===== src/rtl/stopsel_pkg.sv =====
package stopsel_pkg;
    localparam int MODE_W = 2;

    typedef enum logic [MODE_W-1:0] {
        MODE_RUN   = 2'd0,
        MODE_STOP1 = 2'd1,
        MODE_STOP2 = 2'd2,
        MODE_STOP3 = 2'd3
    } pmode_t;

    typedef enum logic [2:0] {
        EV_NONE,
        EV_DEEP_EXIT,
        EV_PIN_RESET,
        EV_ILLEGAL,
        EV_RESUME
    } pevent_t;

    typedef struct packed {
        logic stop_en;
        logic deep;
        logic partial;
    } pcfg_t;

    typedef struct packed {
        logic pin_fall;
        logic irq_fall;
        logic irq_cfg;
        logic kbi;
        logic rti;
    } pwake_t;
endpackage


===== src/rtl/stopsel_wonce.sv =====
module stopsel_wonce #(
    parameter int W = 1
) (
    input  logic         clk,
    input  logic         rst_n,
    input  logic         clr,
    input  logic         wr,
    input  logic [W-1:0] d,
    output logic [W-1:0] q
);
    logic taken;

    always_ff @(posedge clk or negedge rst_n) begin
        if (!rst_n) begin
            q     <= '0;
            taken <= 1'b0;
        end else if (clr) begin
            q     <= '0;
            taken <= 1'b0;
        end else if (wr && !taken) begin
            q     <= d;
            taken <= 1'b1;
        end
    end
endmodule


===== src/rtl/stopsel_cfg.sv =====
module stopsel_cfg
    import stopsel_pkg::*;
(
    input  logic  clk,
    input  logic  rst_n,
    input  logic  wr_allow,
    input  logic  clr_all,
    input  logic  set_flag,
    input  logic  opt_wr,
    input  logic  opt_stop_en,
    input  logic  pm_wr,
    input  logic  pm_deep,
    input  logic  pm_partial,
    input  logic  pm_ack,
    output pcfg_t cfg,
    output logic  ppd_flag
);
    localparam int PM_W = 2;

    logic [PM_W-1:0] pm_q;
    logic [0:0]      opt_q;

    stopsel_wonce #(.W(1)) u_opt (
        .clk  (clk),
        .rst_n(rst_n),
        .clr  (clr_all),
        .wr   (opt_wr && wr_allow),
        .d    (opt_stop_en),
        .q    (opt_q)
    );

    stopsel_wonce #(.W(PM_W)) u_pm (
        .clk  (clk),
        .rst_n(rst_n),
        .clr  (clr_all),
        .wr   (pm_wr && wr_allow),
        .d    ({pm_deep, pm_partial}),
        .q    (pm_q)
    );

    always_comb begin
        cfg.stop_en = opt_q[0];
        cfg.deep    = pm_q[1];
        cfg.partial = pm_q[0];
    end

    // The flag outlives the deep-exit reset; only ack, block reset
    // or another reset request changes it.
    always_ff @(posedge clk or negedge rst_n) begin
        if (!rst_n) begin
            ppd_flag <= 1'b0;
        end else if (clr_all) begin
            ppd_flag <= set_flag;
        end else if (wr_allow && pm_wr && pm_ack) begin
            ppd_flag <= 1'b0;
        end
    end
endmodule


===== src/rtl/stopsel_wake.sv =====
module stopsel_wake
    import stopsel_pkg::*;
(
    input  logic   clk,
    input  logic   rst_n,
    input  logic   irq_pol_high,
    input  logic   rst_pin_n,
    input  logic   irq_pin,
    input  logic   kbi_evt,
    input  logic   rti_evt,
    output pwake_t wake
);
    logic rst_pin_q;
    logic irq_q;
    logic irq_rise;

    always_ff @(posedge clk or negedge rst_n) begin
        if (!rst_n) begin
            rst_pin_q <= 1'b1;
            irq_q     <= 1'b1;
        end else begin
            rst_pin_q <= rst_pin_n;
            irq_q     <= irq_pin;
        end
    end

    always_comb begin
        irq_rise      = !irq_q && irq_pin;
        wake.pin_fall = rst_pin_q && !rst_pin_n;
        wake.irq_fall = irq_q && !irq_pin;
        wake.irq_cfg  = irq_pol_high ? irq_rise : wake.irq_fall;
        wake.kbi      = kbi_evt;
        wake.rti      = rti_evt;
    end
endmodule


===== src/rtl/stopsel_fsm.sv =====
module stopsel_fsm
    import stopsel_pkg::*;
(
    input  logic   clk,
    input  logic   rst_n,
    input  logic   stop_req,
    input  logic   lvd_stop_en,
    input  logic   dbg_en,
    input  pcfg_t  cfg,
    input  pwake_t wake,
    output pmode_t state,
    output logic   wr_allow,
    output logic   clr_all,
    output logic   set_flag,
    output logic   por_req,
    output logic   rst_req,
    output logic   illop_req,
    output logic   resume
);
    pmode_t  state_nx;
    pmode_t  target;
    pevent_t ev;

    always_comb begin
        if (lvd_stop_en || dbg_en) begin
            target = MODE_STOP3;
        end else if (!cfg.deep) begin
            target = MODE_STOP3;
        end else if (cfg.partial) begin
            target = MODE_STOP2;
        end else begin
            target = MODE_STOP1;
        end
    end

    always_comb begin
        state_nx = state;
        ev       = EV_NONE;
        unique case (state)
            MODE_RUN: begin
                if (wake.pin_fall) begin
                    ev = EV_PIN_RESET;
                end else if (stop_req) begin
                    if (!cfg.stop_en) begin
                        ev = EV_ILLEGAL;
                    end else begin
                        state_nx = target;
                    end
                end
            end
            MODE_STOP1: begin
                if (wake.pin_fall || wake.irq_fall) begin
                    state_nx = MODE_RUN;
                    ev       = EV_DEEP_EXIT;
                end
            end
            MODE_STOP2: begin
                if (wake.pin_fall || wake.irq_fall || wake.rti) begin
                    state_nx = MODE_RUN;
                    ev       = EV_DEEP_EXIT;
                end
            end
            MODE_STOP3: begin
                if (wake.pin_fall) begin
                    state_nx = MODE_RUN;
                    ev       = EV_PIN_RESET;
                end else if (wake.irq_cfg || wake.kbi || wake.rti) begin
                    state_nx = MODE_RUN;
                    ev       = EV_RESUME;
                end
            end
            default: begin
                state_nx = MODE_RUN;
            end
        endcase
    end

    always_comb begin
        wr_allow = (state == MODE_RUN) && !stop_req;
        clr_all  = (ev == EV_DEEP_EXIT) || (ev == EV_PIN_RESET) || (ev == EV_ILLEGAL);
        set_flag = (ev == EV_DEEP_EXIT) && (state == MODE_STOP2);
    end

    always_ff @(posedge clk or negedge rst_n) begin
        if (!rst_n) begin
            state <= MODE_RUN;
        end else begin
            state <= state_nx;
        end
    end

    always_ff @(posedge clk or negedge rst_n) begin
        if (!rst_n) begin
            por_req   <= 1'b0;
            rst_req   <= 1'b0;
            illop_req <= 1'b0;
            resume    <= 1'b0;
        end else begin
            por_req   <= (ev == EV_DEEP_EXIT);
            rst_req   <= (ev == EV_PIN_RESET);
            illop_req <= (ev == EV_ILLEGAL);
            resume    <= (ev == EV_RESUME);
        end
    end
endmodule


===== src/rtl/stopsel_ctrl.sv =====
module stopsel_ctrl
    import stopsel_pkg::*;
(
    input  logic       clk,
    input  logic       rst_n,
    input  logic       stop_req,
    input  logic       opt_wr,
    input  logic       opt_stop_en,
    input  logic       pm_wr,
    input  logic       pm_deep,
    input  logic       pm_partial,
    input  logic       pm_ack,
    input  logic       lvd_stop_en,
    input  logic       dbg_en,
    input  logic       irq_pol_high,
    input  logic       rst_pin_n,
    input  logic       irq_pin,
    input  logic       kbi_evt,
    input  logic       rti_evt,
    output logic [1:0] mode,
    output logic       por_req,
    output logic       rst_req,
    output logic       illop_req,
    output logic       resume,
    output logic       cfg_stop_en,
    output logic       cfg_deep,
    output logic       cfg_partial,
    output logic       ppd_flag
);
    pcfg_t  cfg;
    pwake_t wake;
    pmode_t state;
    logic   wr_allow;
    logic   clr_all;
    logic   set_flag;

    stopsel_wake u_wake (
        .clk         (clk),
        .rst_n       (rst_n),
        .irq_pol_high(irq_pol_high),
        .rst_pin_n   (rst_pin_n),
        .irq_pin     (irq_pin),
        .kbi_evt     (kbi_evt),
        .rti_evt     (rti_evt),
        .wake        (wake)
    );

    stopsel_cfg u_cfg (
        .clk        (clk),
        .rst_n      (rst_n),
        .wr_allow   (wr_allow),
        .clr_all    (clr_all),
        .set_flag   (set_flag),
        .opt_wr     (opt_wr),
        .opt_stop_en(opt_stop_en),
        .pm_wr      (pm_wr),
        .pm_deep    (pm_deep),
        .pm_partial (pm_partial),
        .pm_ack     (pm_ack),
        .cfg        (cfg),
        .ppd_flag   (ppd_flag)
    );

    stopsel_fsm u_fsm (
        .clk        (clk),
        .rst_n      (rst_n),
        .stop_req   (stop_req),
        .lvd_stop_en(lvd_stop_en),
        .dbg_en     (dbg_en),
        .cfg        (cfg),
        .wake       (wake),
        .state      (state),
        .wr_allow   (wr_allow),
        .clr_all    (clr_all),
        .set_flag   (set_flag),
        .por_req    (por_req),
        .rst_req    (rst_req),
        .illop_req  (illop_req),
        .resume     (resume)
    );

    always_comb begin
        mode        = state;
        cfg_stop_en = cfg.stop_en;
        cfg_deep    = cfg.deep;
        cfg_partial = cfg.partial;
    end
endmodule


===== config.mk =====
export PLATFORM = sky130hd
export DESIGN_NAME = stopsel_ctrl
export DESIGN_NICKNAME = d
export VERILOG_FILES = /design/src/rtl/stopsel_pkg.sv /design/src/rtl/stopsel_wonce.sv /design/src/rtl/stopsel_cfg.sv /design/src/rtl/stopsel_wake.sv /design/src/rtl/stopsel_fsm.sv /design/src/rtl/stopsel_ctrl.sv
export SDC_FILE = /design/constraint.sdc
export NUM_CORES = 1
export LEC_CHECK = 0
export ABC_AREA = 1
export BUFFER_PORTS_ARGS = -buffer_cell sky130_fd_sc_hd__buf_2
export CAP_MARGIN = 0
export CORE_MARGIN = 1
export CORE_UTILIZATION = 45
export CTS_CLUSTER_SIZE = 20
export DETAILED_ROUTE_END_ITERATION = 10
export PLACE_DENSITY = 0.73
export SYNTH_ARGS = -nofsm -noshare
export SYNTH_HDL_FRONTEND = slang
export SYNTH_SLANG_ARGS = --single-unit

===== constraint.sdc =====
create_clock -name clk -period 1.3 [get_ports clk]
set_input_delay 0.13 -clock clk [delete_from_list [all_inputs] [get_ports clk]]
set_output_delay 0.13 -clock clk [all_outputs]
set_load 0.03 [all_outputs]

== Word level (Yosys, flattened, before mapping) ==
Index checks and enable logic that the tools add are counted.
Widths: inputs -> output; s select.
Storage, ports and cells
  register bits: 14
  input port bits: 16
  output and inout bits: 10
Cells by class
  eq/ne operators: 13
  muxes and demuxes: 30
  reduce and logical (&&, ||, !) cells: 28
Operators with widths (number)
  $mux 2: 13
  $mux 3: 4
  $pmux 3 s4: 1
  $mux 1: 11
  $logic_and 1x1->1: 10
  $pmux 2 s4: 1
  $logic_or 1x1->1: 7
  $eq 3x2->1 const B: 2
  $logic_not 1->1: 6
  $ne 2x2->1 const B: 3
  $reduce_and 6->1: 1
  $reduce_bool 2->1: 3
  $eq 2x2->1 const B: 2
  $ne 2x1->1 const B: 2
  $eq 3x1->1 const B: 1
  $eq 3x3->1 const B: 1
  $ne 3x1->1 const B: 1
  $eq 2x1->1 const B: 1
  $logic_not 2->1: 1

== Logic depth before layout (Yosys ltp) ==
Gate-level depths: netlist (run 1).
  word-level depth: 12
  gate-level depth with buffers: 8
  depth with buffers taken out: 8

== By module ==
Synthesis (run 1) repeated with hierarchy kept, for this count alone.
Second synthesis, totals
  cell total of the unflattened synthesis: 103
  area total of the unflattened synthesis: 780.7 um2
By module, submodules not included
  stopsel_fsm: times used 1, cells each 56, area each 391.6 um2
  stopsel_wonce at u_cfg.u_pm: times used 1, cells each 13, area each 127.6 um2
  stopsel_wake: times used 1, cells each 13, area each 103.8 um2
  stopsel_wonce at u_cfg.u_opt: times used 1, cells each 9, area each 83.8 um2
  stopsel_cfg: times used 1, cells each 12, area each 73.8 um2

== Worst setup path after synthesis (run 1) ==
No wires, ideal clock.
  path type: reg-to-reg
  start: register u_fsm.state[1]
  end: register u_cfg.u_pm.q[0]
  library setup time: 0.119 ns
  data arrival time: 1.181 ns
  path slack: 0.000 ns
  cell stages (with the launch flop): 6
  period minus slack after synthesis: 1.300 ns
  path through: dfrtp_1 nor2_4 and3_4 nand2_1 nand2_1 a21oi_2
On the way
  longest elaborated chain between the ends: 6
  elaborated cells on any way between the ends: 15
  those cells by class: 6 x eq/ne; 2 x mux; 7 x reduce/logical
RTL lines
  start, declared: line stopsel_fsm.sv:11  | output pmode_t state,
  start signal, assigned: line stopsel_fsm.sv:88  | state <= state_nx;
  $eq 2x2->1 (tied with other cells): line stopsel_fsm.sv:39  | unique case (state)
  $pmux 3 s4: line stopsel_fsm.sv:39
  $eq 3x1->1 or $eq 3x2->1 (tied branches): line stopsel_fsm.sv:80  | clr_all = (ev == EV_DEEP_EXIT) || (ev == EV_PIN_RESET) || (ev == EV_ILLEGAL);
  $logic_or 1x1->1 (2 in series): line stopsel_fsm.sv:80
  $mux 2 or $reduce_bool 2->1 (tied branches)
  end signal, assigned: line stopsel_wonce.sv:15  | q <= '0;
  end signal, assigned: line stopsel_wonce.sv:18  | q <= '0;
  end signal, assigned: line stopsel_wonce.sv:21  | q <= d;
  end, declared: line stopsel_wonce.sv:9  | output logic [W-1:0] q
Parallel ways exist; a longest one is shown, timed or not.
A chain may end at the register's enable or synchronous reset.

== Worst setup path in the final report (run 1) ==
  start: input rst_pin_n
  end: register u_cfg.u_pm.taken
On the way
  longest elaborated chain between the ends: 10
  elaborated cells on any way between the ends: 16
  those cells by class: 3 x eq/ne; 6 x mux; 7 x reduce/logical
RTL lines
  start, declared: line stopsel_ctrl.sv:16  | input logic rst_pin_n,
  $logic_not 1->1 (*): line stopsel_wake.sv:29  | wake.pin_fall = rst_pin_q && !rst_pin_n;
  $logic_and 1x1->1 (*): line stopsel_wake.sv:29
  $logic_or 1x1->1: line stopsel_fsm.sv:52, stopsel_fsm.sv:58
  $logic_or 1x1->1: line stopsel_fsm.sv:58  | if (wake.pin_fall || wake.irq_fall || wake.rti) begin
  $mux 1: line stopsel_fsm.sv:58
  $pmux 3 s4 (*): line stopsel_fsm.sv:39
  $eq 3x1->1 or $eq 3x2->1 (tied branches): line stopsel_fsm.sv:80
  $logic_or 1x1->1: line stopsel_fsm.sv:80
  $logic_or 1x1->1 (*): line stopsel_fsm.sv:80
  $mux 1 or $reduce_bool 2->1 (tied branches)
  end signal, assigned: line stopsel_wonce.sv:16  | taken <= 1'b0;
  end signal, assigned: line stopsel_wonce.sv:19  | taken <= 1'b0;
  end signal, assigned: line stopsel_wonce.sv:22  | taken <= 1'b1;
  end, declared: line stopsel_wonce.sv:11  | logic taken;
Mark *: on every way between the ends. The rest lies on a longest branch, timed or not.

==> metrics, run 1 <==
run status finished clean; area post-placement roughly 890 µm²; vias post-DR 701; Clock Latency Late Sink roughly 280 ps; total routed wirelength 1570 µm; dominant cell by count in the synthesized netlist sky130_fd_sc_hd__nand2_1; cell total after placement between 100 and 150; average cell area after synthesis roughly 8.5 µm²; number of buffers inserted by port buffering 25; Async S/R FF share, synth between 90% and 100%; Congestion Overflow GR 0; DRC Markers 0; number of enable-type register cells in the synthesized netlist 0; sequential fraction of the synthesis area between 40% and 50%; Crit Path Category in -> reg; Yosys warning count 0; Avg Vias per Cell between 5 and 6; Setup Slack @ Placement between 40 and 50 ps; final instance count without filler cells ~140; max-cap viol count 0; Synth top cells by count sky130_fd_sc_hd__nand2_1 (19), sky130_fd_sc_hd__dfrtp_1 (12), sky130_fd_sc_hd__inv_1 (10); total clock buffers created by CTS 3; Finished Cell Area between 900 and 1000 µm²; core area approximately 1500 µm²; clk buf depth 2; Detail Placement HPWL between 1000 and 1500 µm; minimum clock period around 1200 ps; highest net fanout along the worst path 6; first-pass GRT wire length 2570 µm; sink count of the clock tree 14; Top FF cell, synth sky130_fd_sc_hd__dfrtp_1; Layout Nets about 140; weighted congestion reported at the end of routability-driven placement about 0.74; total power consumption of the routed design between 2 and 2.5 mW; Total Routing Usage GR 18.9%; cell area after synthesis between 700 and 800 µm²; Worst Hold Class in -> reg; antenna diode count 0; CTS Root Cell sky130_fd_sc_hd__clkbuf_4; total of flip-flops plus latches after synthesis 14; Largest regs u_cfg.u_pm.q: 2 flops, u_fsm.state: 2 flops; data arrival time of the worst path around 1400 ps; Area Overhead vs Synth 34.0%; CTS tree done; detailed-router iteration count before antenna repair 5; standard-cell row count 14; Yosys top cell by area sky130_fd_sc_hd__dfrtp_1; static leakage about 0.54 nW; net count after synthesis a little over 100; main area contributors after synthesis sky130_fd_sc_hd__dfrtp_1 (40%), sky130_fd_sc_hd__nand2_1 (9.6%), sky130_fd_sc_hd__dfstp_2 (7.1%); number of endpoints failing setup at the final stage 0; initial DRC count 45; final hold viol count 0; total power per unit cell area approximately 2000 nW/µm²; synth unique cells 21; Syn Inst Count between 80 and 90; Die Area ~1800 µm²; kind of end point of the critical path flop; measured slew at the worst slew-check pin around 300 ps; Initial Util 48.8%; Layout Utilization between 60% and 70%; H-Tree Depth 1; average wire per standard cell approximately 11 µm; share of the clock period used by the worst path about 95%; number of I/O pins 26; CTS clk-pin slew, worst paths around 80 ps; pin count of the biggest net entering global routing 15; Slew Limit Headroom roughly 80%; final worst clock skew 3.38 ps; DIE HEIGHT about 43 µm; fraction of post-synthesis cell area in the top cell type by area between 40% and 50%; chip width around 43 µm; Final Worst Setup Slack roughly 69 ps; initial antenna violation count 0; Filler cells between 100 and 150; worst vdd ir around 0.00096 V; kind of start point of the critical path input port; number of nets with antenna violations after detailed routing 0; fraction of layout cells with a size suffix above 1 a little under half; number of global-route vias before repair 622; max-slew violation count 0; maximum clock rate approximately 800 MHz; Req. time, crit path 1510 ps
area by class of cell:
cell class	instances	area [µm²]	share of cell area, %
repair buffers	30	178	17.8
clock buffers	4	36.3	3.64
multi-input cells	60	360	36.2
well taps	16	20.0	2.01
flip-flops and latches	14	353	35.4
inverters	13	48.8	4.90
power breakdown:
| group | leakage [nW] | internal (mW) | switching, mW |
|---|---|---|---|
| registers | 0.181 | 0.562 | 0.0932 |
| logic | 0.341 | 0.368 | 0.669 |
| clock network | 0.0210 | 0.170 | 0.138 |
| total | 0.542 | 1.10 | 0.900 |
layout by cell type, fill, tap and decap left out, types with 4 or more instances in the layout:
cell type | synthesis | layout
sky130_fd_sc_hd__buf_2 | 0 | 23
sky130_fd_sc_hd__nand2_1 | 19 | 17
sky130_fd_sc_hd__dfrtp_1 | 12 | 12
sky130_fd_sc_hd__inv_1 | 10 | 10
sky130_fd_sc_hd__nor2_1 | 8 | 8
sky130_fd_sc_hd__nand3_1 | 8 | 7
sky130_fd_sc_hd__a21oi_2 | 6 | 6
sky130_fd_sc_hd__nand2_2 | 4 | 5
sky130_fd_sc_hd__buf_4 | 0 | 4
cells by family (layout without fill, tap and decap cells):
kind of cell,Yosys count,count (layout),share of synthesized area (%)
buf+inv,13,47,6.57
compound gates,10,10,10.3
simple gates,50,50,35.7
flops,14,14,47.5
final timing paths:
check,to,startpoint,cells after the start,slack [ps]
max,u_cfg.u_pm.taken,rst_pin_n,9,70
min reg2reg,u_cfg.u_opt.taken,u_cfg.u_opt.taken,2,530
min in group asynchronous,u_cfg.u_opt.taken,rst_n,2,270
max in group asynchronous,u_wake.irq_q,rst_n,2,740
max reg2reg,u_fsm.state[1],u_wake.rst_pin_q,7,70
min,u_wake.irq_q,irq_pin,1,70
metrics by stage:
step / TNS [ps] / hold slack (ps)
6_report: 0 / 73.9
3_3_place_gp: 0 / 39.5
4_1_cts: 0 / 125
3_5_place_dp: 0 / 39.7
2_1_floorplan: 0 / -166
5_1_grt: -51.1 / 95.6
layer usage:
layer  up-vias  wire (µm)  GRT usage, %
met1       321        670          26.6
li1        348          -             -
met5         -          0             0
met4         0         10          7.50
met2        30        775          27.3
met3         2        109          5.17
worst max-delay path, cell delays in order:
cell and delay (ps):
sky130_fd_sc_hd__dlygate4sd3_1 570, sky130_fd_sc_hd__inv_2 70, sky130_fd_sc_hd__nand2_4 110, sky130_fd_sc_hd__nand3_2 80, sky130_fd_sc_hd__nand2_2 100, sky130_fd_sc_hd__inv_2 60
sky130_fd_sc_hd__nor2_4 130, sky130_fd_sc_hd__nand2_4 90, sky130_fd_sc_hd__a21oi_2 110
timing repair:
action,CTS,global route
buffers inserted,0,4
setup endpoints to repair,0,8
hold endpoints to repair,14,0
hold buffers,3,0
gates resized for setup,0,7
Power figures use the tool's default switching activity.
==> run 2: changes to the inputs <==
- GPL_TIMING_DRIVEN: not set -> 0
==> run 2 against run 1 <==
Against the previous run:
- register-to-register slack is essentially flat
- clock skew is 3.1 ps higher
- clock power decreased by 19%
- worst hold slack improved by 32 ps
- flip-flop and latch count unchanged
- utilization decreased by 2.2 points
- first-iteration DRC count shrank 87%
- cell area fell by 3.4%
- sequential power shrank 0.9%
- largest cell class is now registers
==> metrics, run 2 (synthesis results as in run 1) <==
kind of start point of the critical path flop; Die Area 1820 µm² (unchanged); Req. time, crit path 1500 ps (about the same); minimum clock period 1240 ps (+4.42 ps); Detail Placement HPWL 1060 µm (-9.0%); number of I/O pins 26 (unchanged); first-pass GRT wire length 2280 µm (-11%); Avg Vias per Cell 4.74 (-7.5%); total power per unit cell area 1950 nW/µm² (-2.8%); depth of the worst hold-timing path 1 (unchanged); Filler cells 130 (-2.3%); kind of end point of the critical path flop; most common library cell in the layout ignoring fill and taps sky130_fd_sc_hd__buf_2; CTS Root Cell sky130_fd_sc_hd__clkbuf_4; Initial Util 48.8% (unchanged); final worst clock skew 6.47 ps (+3.09 ps); pin count of the biggest net entering global routing 15 (unchanged); antenna diode count 0 (unchanged); number of buffers inserted by port buffering 25 (unchanged); highest net fanout along the worst path 6 (unchanged); maximum clock rate 810 MHz (-0.36%); CTS tree done; fraction of layout cells with a size suffix above 1 44.2% (-2.1 points); weighted congestion reported at the end of routability-driven placement 0.798 (+7.1%); standard-cell row count 14 (unchanged); number of nets with antenna violations after detailed routing 0 (unchanged); commonest cells after routing, fill and taps aside sky130_fd_sc_hd__buf_2 (24), sky130_fd_sc_hd__nand2_1 (17), sky130_fd_sc_hd__dfrtp_1 (12); max-cap viol count 0 (unchanged); vias post-DR 644 (-8.1%); total clock buffers created by CTS 3 (unchanged); DRC Markers 0 (unchanged); Total Routing Usage GR 16.6% (-2.3 points); chip width 42.6 µm (unchanged); static leakage 0.523 nW (-3.7%); data arrival time of the worst path 1430 ps (about the same); detailed-router iteration count before antenna repair 4 (-1); Total Neg Setup Slack 0 ps (unchanged); measured slew at the worst slew-check pin 302 ps (-2.08 ps); Worst Hold Class in -> reg; total routed wirelength 1320 µm (-16%); number of endpoints failing setup at the final stage 0 (unchanged); DIE HEIGHT 42.6 µm (unchanged); initial DRC count 6 (-87%); Layout Utilization 63.1% (-2.2 points); Area Overhead vs Synth 29.5%; CTS clk-pin slew, worst paths 80 ps (about the same); Largest regs u_cfg.u_pm.q: 2 flops, u_fsm.state: 2 flops; Clock Latency Late Sink 270 ps (about the same); worst vdd ir 0.000936 V (-2.4%); run status finished clean; average wire per standard cell 9.71 µm (-15%); number of global-route vias before repair 571 (-8.2%); H-Tree Depth 1 (unchanged); Layout Nets 137 (-0.72%); Congestion Overflow GR 0 (unchanged); final hold viol count 0 (unchanged); Slew Limit Headroom 79.9% (+0.14 points); max-slew violation count 0 (unchanged); share of the clock period used by the worst path 95.0% (+0.34 points); initial antenna violation count 0 (unchanged); Crit Path Category reg -> reg; core area 1520 µm² (unchanged); clk buf depth 2 (unchanged); Worst Reg2Reg Path Length in Cells 5 (-2); sink count of the clock tree 14 (unchanged); total power consumption of the routed design 1.88 mW (-6.1%)
run 2: per-stage QoR:
step                instance area, µm²  setup WS, ps  hold slack, ps  cells
CTS                                945          40.4             116    135
global route                       962        -0.490             118    136
global placement                   888          67.3            37.5    128
floorplan                          743         0.252            -166     87
detailed placement                 888          51.6            38.8    128
finish                             962          64.9             106    136
run 2: area by class of cell:
cell class	instances	area [µm²]	area share, %
flip-flops and latches	14	353	36.7
multi-input cells	60	347	36.0
repair buffers	29	168	17.4
inverters	13	48.8	5.07
clock buffers	4	26.3	2.73
well taps	16	20.0	2.08
run 2: power by group:
part           leakage, nW  total [mW]  switching (mW)  internal, mW
clock network       0.0150       0.250           0.131         0.119
registers            0.181       0.650          0.0879         0.562
logic                0.327       0.980           0.635         0.345
total                0.523        1.88           0.854          1.03
run 2: path summary, 6_finish.rpt:
check	startpoint	end	slack [ps]
worst min register to register	u_cfg.ppd_flag	u_cfg.ppd_flag	530
max in group asynchronous	rst_n	u_wake.rst_pin_q	740
worst max-delay path	u_fsm.state[1]	u_cfg.u_opt.taken	60
min in group asynchronous	rst_n	u_cfg.u_pm.taken	270
worst max register to register	u_fsm.state[1]	u_cfg.u_opt.taken	60
worst min-delay path	irq_pin	u_wake.irq_q	110
run 2: routing by layer:
metal,track usage [%],wire [µm],up-vias
li1,-,-,345
met1,22.9,634,283
met2,24.5,622,14
met3,2.59,47,2
met4,9.38,15,0
met5,0,0,-
run 2: timing repair:
| item | CTS | global route |
|---|---|---|
| gates resized for setup | 0 | 4 |
| setup buffers | 0 | 2 |
| hold endpoints to repair | 14 | 0 |
| hold buffers | 3 | 0 |
| endpoints found under the setup margin | 0 | 8 |
run 2: worst max-delay path: stages, from the launching register on:
cell and delay [ps]:
sky130_fd_sc_hd__dfrtp_1 470, sky130_fd_sc_hd__nor2_4 70, sky130_fd_sc_hd__buf_4 140, sky130_fd_sc_hd__a21oi_2 250, sky130_fd_sc_hd__nand2_4 120, sky130_fd_sc_hd__a21oi_2 110
